[src/rtl/mstat_pkg.sv]
`timescale 1ns/1ps
package mstat_pkg;
  // Order is the register layout: carrier, ring, data-set-ready, clear-to-send
  typedef struct packed {
    logic dcd;
    logic ri;
    logic dsr;
    logic cts;
  } mline_t;

  localparam int LINES = 4;
endpackage

[src/rtl/mstat_sync.sv]
`timescale 1ns/1ps
module mstat_sync #(
  parameter int              W       = 4,
  parameter int              STAGES  = 2,
  parameter logic [W-1:0]    RST_VAL = '1
) (
  input  logic         clk,
  input  logic         rst_n,
  input  logic [W-1:0] d,
  output logic [W-1:0] q
);
  logic [W-1:0] stg_q [STAGES];

  for (genvar g = 0; g < STAGES; g++) begin : g_stage
    logic [W-1:0] stg_d;
    if (g == 0) begin : g_first
      assign stg_d = d;
    end else begin : g_next
      assign stg_d = stg_q[g-1];
    end
    always_ff @(posedge clk or negedge rst_n) begin
      if (!rst_n) stg_q[g] <= RST_VAL;
      else        stg_q[g] <= stg_d;
    end
  end

  assign q = stg_q[STAGES-1];
endmodule

[src/rtl/mstat_delta.sv]
`timescale 1ns/1ps
module mstat_delta
  import mstat_pkg::*;
#(
  parameter int PRIME_CYC = 3
) (
  input  logic   clk,
  input  logic   rst_n,
  input  mline_t cur,
  input  logic   rd_stb,
  output mline_t delta,
  output logic   primed
);
  localparam int CW = $clog2(PRIME_CYC + 1);

  mline_t        prev_q;
  mline_t        delta_q, delta_d;
  mline_t        ev;
  logic [CW-1:0] cnt_q, cnt_d;

  assign primed = (cnt_q == CW'(PRIME_CYC));

  // Edge events; ring flags only its trailing (1 -> 0) edge
  always_comb begin
    ev = '0;
    if (primed) begin
      ev.dcd = cur.dcd ^ prev_q.dcd;
      ev.ri  = prev_q.ri & ~cur.ri;
      ev.dsr = cur.dsr ^ prev_q.dsr;
      ev.cts = cur.cts ^ prev_q.cts;
    end
  end

  always_comb begin
    delta_d = (rd_stb ? mline_t'('0) : delta_q) | ev;
    cnt_d   = primed ? cnt_q : cnt_q + CW'(1);
  end

  always_ff @(posedge clk or negedge rst_n) begin
    if (!rst_n) begin
      prev_q  <= '0;
      delta_q <= '0;
      cnt_q   <= '0;
    end else begin
      prev_q  <= cur;
      delta_q <= delta_d;
      cnt_q   <= cnt_d;
    end
  end

  assign delta = delta_q;
endmodule

[src/rtl/mstat_txgate.sv]
`timescale 1ns/1ps
module mstat_txgate (
  input  logic clk,
  input  logic rst_n,
  input  logic flow_en,
  input  logic boundary,
  input  logic cts_ok,
  output logic tx_go
);
  logic go_q, go_d;

  always_comb begin
    if (!flow_en)      go_d = 1'b1;
    else if (boundary) go_d = cts_ok;
    else               go_d = go_q;
  end

  always_ff @(posedge clk or negedge rst_n) begin
    if (!rst_n) go_q <= 1'b0;
    else        go_q <= go_d;
  end

  assign tx_go = go_q;
endmodule

[src/rtl/modem_stat_reg.sv]
`timescale 1ns/1ps
module modem_stat_reg
  import mstat_pkg::*;
#(
  parameter int SYNC_STAGES = 2
) (
  input  logic       clk,
  input  logic       rst_n,
  input  logic       dcd_n,
  input  logic       ri_n,
  input  logic       dsr_n,
  input  logic       cts_n,
  input  logic       loop_en,
  input  logic       ctl_aux2,
  input  logic       ctl_aux1,
  input  logic       ctl_dtr,
  input  logic       ctl_rts,
  input  logic       rd_stb,
  input  logic       flow_en,
  input  logic       tx_boundary,
  output logic [7:0] status,
  output logic       modem_irq,
  output logic       tx_go
);
  localparam int PRIME_CYC = SYNC_STAGES + 1;

  logic   rst_core_n;
  logic   primed;
  mline_t pin_q;
  mline_t cur;
  mline_t delta;

  // Reset: asserted asynchronously, released through a synchronizer
  mstat_sync #(.W(1), .STAGES(2), .RST_VAL(1'b0)) u_rst_sync (
    .clk   (clk),
    .rst_n (rst_n),
    .d     (1'b1),
    .q     (rst_core_n)
  );

  mstat_sync #(.W(LINES), .STAGES(SYNC_STAGES), .RST_VAL('1)) u_pin_sync (
    .clk   (clk),
    .rst_n (rst_core_n),
    .d     ({dcd_n, ri_n, dsr_n, cts_n}),
    .q     (pin_q)
  );

  always_comb begin
    if (loop_en) cur = '{dcd: ctl_aux2, ri: ctl_aux1, dsr: ctl_dtr, cts: ctl_rts};
    else         cur = ~pin_q;
  end

  mstat_delta #(.PRIME_CYC(PRIME_CYC)) u_delta (
    .clk    (clk),
    .rst_n  (rst_core_n),
    .cur    (cur),
    .rd_stb (rd_stb),
    .delta  (delta),
    .primed (primed)
  );

  mstat_txgate u_txgate (
    .clk      (clk),
    .rst_n    (rst_core_n),
    .flow_en  (flow_en),
    .boundary (tx_boundary),
    .cts_ok   (cur.cts),
    .tx_go    (tx_go)
  );

  assign status    = {cur, delta};
  assign modem_irq = |delta;
endmodule

[config.mk]
export PLATFORM = sky130hd
export DESIGN_NAME = modem_stat_reg
export DESIGN_NICKNAME = d
export VERILOG_FILES = /design/src/rtl/mstat_pkg.sv /design/src/rtl/mstat_sync.sv /design/src/rtl/mstat_delta.sv /design/src/rtl/mstat_txgate.sv /design/src/rtl/modem_stat_reg.sv
export SDC_FILE = /design/constraint.sdc
export NUM_CORES = 1
export LEC_CHECK = 0
export BUFFER_PORTS_ARGS = -buffer_cell sky130_fd_sc_hd__buf_2
export CORE_UTILIZATION = 40
export CTS_CLUSTER_DIAMETER = 120
export DETAILED_ROUTE_END_ITERATION = 7
export PLACE_DENSITY = 0.63
export SYNTH_ARGS = -nofsm -noshare
export SYNTH_HDL_FRONTEND = slang
export SYNTH_SLANG_ARGS = --single-unit
[constraint.sdc]
create_clock -name clk -period 1.3 [get_ports clk]
set_input_delay 0.065 -clock clk [delete_from_list [all_inputs] [get_ports clk]]
set_output_delay 0.065 -clock clk [all_outputs]
set_load 0.05 [all_outputs]
* Word-level counts from Yosys, hierarchy flattened
Index checks and enable logic that the tools add are counted.
** Operators by class
- Bitwise operators :: 7
- Equality and inequality tests :: 2
- Reduce and logical (&&, ||, !) cells :: 1
- Muxes and demuxes :: 5
- Add/sub/neg operators :: 1
** Operators with widths (count)
- 2-to-1 mux 4 bit :: 3
- NOT 4 bit :: 1
- bitwise OR 4 bit :: 1
- OR reduction 4 bit :: 1
- XOR 1 bit :: 3
- adder 2 x 1 -> 2 bit, second input constant :: 1
- equality test 2 bit, second input constant :: 1
- 2-to-1 mux 1 bit :: 2
- inequality test 2 x 1 -> 1 bit, second input constant :: 1
- bitwise AND 1 bit :: 1
- NOT 1 bit :: 1
** Word-level totals
- Output and inout bits :: 10
- Bits in registers :: 21

* Longest topological paths before layout
- Depth after elaboration :: 6
- Mapped depth :: 5
- Depth with buffers taken out :: 3

* Modules after synthesis
A second synthesis with hierarchy kept.
** Unflattened totals
- Cells, all modules :: 45
- Area, all modules :: 701.9 µm²
** By module, submodules not included
- mstat_delta :: instances 1, cells each 22, sequential area each 250.2 µm², area an instance 356.6 µm²
- mstat_sync (u_pin_sync) :: instances 1, cells each 8, sequential area each 210.2 µm², area an instance 210.2 µm²
- mstat_sync (u_rst_sync) :: instances 1, cells each 2, sequential area each 50.0 µm², area an instance 50.0 µm²
- modem_stat_reg :: instances 1, cells each 10, sequential area each 0.0 µm², area an instance 46.3 µm²
- mstat_txgate :: instances 1, cells each 3, sequential area each 25.0 µm², area an instance 38.8 µm²

* Worst setup path after synthesis
No wires, ideal clock.
- Path kind :: reg2reg
- From :: reg u_pin_sync.stg_q (netlist bit u_pin_sync.q[3])
- To :: reg u_delta.delta_q (netlist bit u_delta.delta[3])
- Cell stages (with the launch flop) :: 3
- Library setup time :: 72 ps
- Data required time :: 1228 ps
- Slack :: -593 ps
- Data arrival time :: 1821 ps
- Clock period less this slack :: 1893 ps
- Cell sequence :: dfstp_2 o21ai_0 a221o_1
** RTL lines
- start, declared :: RTL line mstat_sync.sv:12 : logic [W-1:0] stg_q [STAGES];
- start signal, assigned by index :: RTL line mstat_sync.sv:23 : else stg_q[g] <= stg_d;
- end signal, assigned :: RTL line mstat_delta.sv:46 : delta_q <= delta_d;
- end, declared :: RTL line mstat_delta.sv:17 : mline_t delta_q, delta_d;

* Final worst setup path
- From :: reg u_delta.delta_q (netlist bit u_delta.delta[3])
- To :: out modem_irq
** Between the ends
- Word-level cells in the longest chain between the ends :: 1
** RTL lines
- OR reduction 4 bit :: RTL line modem_stat_reg.sv:72 : assign modem_irq = |delta;
- end, declared :: RTL line modem_stat_reg.sv:22 : output logic modem_irq,
Every way passes these cells.

==> out/metrics.json <==
{
  "post-route-util_pct": 60.7,
  "final-max-slew-violation-count": 0,
  "port_buffers": 23,
  "hold_path_class": "input pin to flip-flop",
  "crit_path_start_kind": "flip-flop",
  "max_layer_used": "met4",
  "rr_endpoint": "u_delta.delta[0]",
  "clock_tree.buffer_depth": 2,
  "layout.cells.non_filler": 117,
  "htree_levels": 1,
  "maxClockFrequency_ghz": 0.680,
  "r2r.worst_path.cells": 6,
  "initial_utilization_pct": 43.2,
  "netlist.area_leader.share_pct": 42.7,
  "ys_seq_elements": 21,
  "dp.cells": 102,
  "initialDrtViolationCount": 9,
  "firstDrtPassIters": 4,
  "worstPathCellList": "or4_4, buf_6",
  "place_hpwl_um": 853,
  "timing.rr.start": "u_pin_sync.q[0]",
  "drt.antenna.violating_nets": 0,
  "dr_total_vias": 521,
  "cts_tree": "done",
  "placementRows": 15,
  "cellPowerDensity_nw_per_um2": 1230,
  "final_critical_path_setup_slack_ns": -0.170,
  "synthToLayoutAreaGrowth_pct": 40.6,
  "dieArea_um2": 2080,
  "antenna-diode-count": 0,
  "clkSlewWorstSetupHoldPaths_ns": 0.11,
  "synth_area_um2": 762,
  "clock_sinks": 21,
  "die_width_um": 45.6,
  "syn_inst": 55,
  "gp_congestion": 0.663,
  "power.total_uw": 1310,
  "detail_route.wirelength.met1_um": 596,
  "number_of_cells_on_the_worst_hold_path": 3,
  "synth.area.top_cells": "sky130_fd_sc_hd__dfrtp_1, sky130_fd_sc_hd__dfstp_2, sky130_fd_sc_hd__o2111a_1",
  "power.static_leakage_uw": 0.000485,
  "synth_sequential_area_ratio_pct": 70.3,
  "detail_route.drc_violations": 0,
  "cp_slowest_stage_delay_ns": 0.53,
  "dr_wl_met3_um": 38,
  "post-route-cell-area_um2": 1070,
  "reg2reg_slack_ns": 0.04,
  "critPathKind": "flip-flop to primary output",
  "syn-num-nets": 70,
  "viasPerCell": 4.45,
  "cts_inserted_buffers": 3,
  "antenna_violations_before_repair": 0,
  "outcome": "finished, violations left",
  "grt_first_pass_wirelength_um": 2010,
  "critical_path.endpoint_type": "primary output",
  "synthDistinctLibCells": 25,
  "period_minus_slack_ns": 1.47,
  "fin_crit_sh_pct": 113,
  "critical-path-slowest-cell": "sky130_fd_sc_hd__or4_4",
  "arrival_ns": 1.41,
  "wl_met2_um": 664,
  "crit_path_max_fanout": 2,
  "post_synth_top_area_cell": "sky130_fd_sc_hd__dfrtp_1",
  "postPlaceCellArea_um2": 917,
  "hold_path.startpoint": "ctl_aux1",
  "irDropWorstVdd_mv": 0.735,
  "core_region_area_um2": 1760,
  "worst_ep_required_time_ns": 1.24,
  "synthesis.yosys.warnings": 0,
  "grt_setup_unrepaired": "true",
  "clkLatencyLatePin_ns": 0.29,
  "hold_violations": 0,
  "fp.dieH_um": 45.6,
  "grt_usage_pct": 14.6,
  "finalNetCount": 108,
  "syn_avg_cell_area_um2": 13.9,
  "drive_above_1_share_pct": 57.6,
  "pin_count": 24,
  "maxCapViolations": 0,
  "clock_tree.root_cell": "sky130_fd_sc_hd__clkbuf_4",
  "largest_net_degree_at_the_start_of_global_routing": 20,
  "fillCellCount": 157,
  "avgRoutedWirePerCell_um": 11.2,
  "holdPathEnd": "u_delta.prev_q[2]",
  "grt.overflow.total": 0,
  "violations_in_the_final_reports": "negative setup slack",
  "sum_of_routed_wire_length_over_all_layers_um": 1310,
  "grt_pass1_vias": 488,
  "finalSetupViolCount": 2,
  "worst_clock_skew_ns": 0.00460
}
power breakdown:
part           total (uW)  switching (uW)  leakage [uW]  internal (uW)
sequential            733            24.0      0.000227            709
clock                 301             181     0.0000150            119
combinational         281             180      0.000243            100
worst max path at each step:
stage | startpoint | end
finish | u_delta.delta[3] | modem_irq
global route | u_delta.delta[3] | modem_irq
global placement | u_delta.cnt_q[0] | u_delta.delta[3]
CTS | u_delta.delta[3] | modem_irq
floorplan | u_delta.delta[0] | modem_irq
detailed placement | u_delta.cnt_q[0] | u_delta.delta[3]
cells by family after synthesis:
group,after synthesis,synth area share [%]
AOI/OAI and AO/OA,11,11.5
buffers and inverters,7,5.09
DFF,21,70.3
other,1,0.492
adders and majority gates,1,1.64
xor gates and xnor gates,1,1.15
muxes,1,1.48
and+or+nand+nor,12,8.38
stage by stage:
step                      setup WS (ns)  TNS [ns]  hold slack (ns)
after global placement           0.0724         0           -0.149
final                            -0.170    -0.171           0.0113
after detailed placement         0.0486         0           -0.147
after CTS                        -0.176    -0.192          0.00241
after floorplan                  0.0268         0           -0.231
after global routing             -0.202    -0.279           0.0158
worst max-delay path, delay by kind of cell, from the launching register on:
family / cells / cell delay [ns]
flops: 1 / 0.42
simple gates: 1 / 0.53
buf+inv: 1 / 0.17
flip-flops by register name, indices dropped and copies added, names as in the netlist:
signal / cells
u_rst_sync.g_stage.stg_d: 1
u_rst_sync.q: 1
u_pin_sync.q: 4
u_delta.delta: 4
u_pin_sync.g_stage.stg_d: 4
u_delta.prev_q: 4
u_delta.cnt_q: 2
u_txgate.tx_go: 1
final cells by class:
| type | count | area (um^2) | share of cell area, % |
|---|---|---|---|
| Clock buffer | 4 | 26.3 | 2.45 |
| Inverter | 4 | 15.0 | 1.40 |
| Multi-Input combinational cell | 27 | 218 | 20.3 |
| Sequential cell | 21 | 538 | 50.2 |
| Tap cell | 25 | 31.3 | 2.92 |
| Timing Repair Buffer | 36 | 243 | 22.7 |
cells in the mapped netlist:
cell / n
sky130_fd_sc_hd__mux2_2: 1
sky130_fd_sc_hd__nand2b_1: 1
sky130_fd_sc_hd__nor2_1: 1
sky130_fd_sc_hd__o21ai_1: 1
sky130_fd_sc_hd__o2bb2ai_1: 1
sky130_fd_sc_hd__dfrtp_1: 13
sky130_fd_sc_hd__conb_1: 1
sky130_fd_sc_hd__buf_6: 1
sky130_fd_sc_hd__o221ai_1: 1
sky130_fd_sc_hd__or4_1: 1
sky130_fd_sc_hd__o2111a_1: 2
sky130_fd_sc_hd__o21ai_0: 2
sky130_fd_sc_hd__inv_1: 4
sky130_fd_sc_hd__nand2_2: 1
sky130_fd_sc_hd__xnor2_1: 1
sky130_fd_sc_hd__a21oi_1: 1
sky130_fd_sc_hd__ha_1: 1
sky130_fd_sc_hd__nand4b_1: 1
sky130_fd_sc_hd__nor2b_1: 2
sky130_fd_sc_hd__nand2_1: 5
sky130_fd_sc_hd__buf_4: 1
sky130_fd_sc_hd__o211ai_1: 1
sky130_fd_sc_hd__a221o_1: 2
sky130_fd_sc_hd__buf_2: 1
sky130_fd_sc_hd__dfstp_2: 8
what timing repair did:
item / CTS / global route
hold endpoints to repair: 7 / 1
setup endpoints to repair: 2 / 4
gates resized for setup: 6 / 3
buffers inserted: 4 / 0
hold buffers: 6 / 1
cell usage in the layout (no fill, tap or decap), drive strengths merged, types with 2 or more instances in the layout:
cell         instances
inv                  4
a221o                2
o2111a               2
clkbuf               4
nand2                6
dfrtp               13
o21ai                3
dfstp                8
nor2b                2
buf                 29
dlygate4sd3          7
metal layers:
metal	track usage [%]	up-vias
met3	3.57	2
met2	24.3	13
met4	9.09	0
met1	16.5	248
met5	0	-
li1	-	258
(Power assumes the default switching activity.)
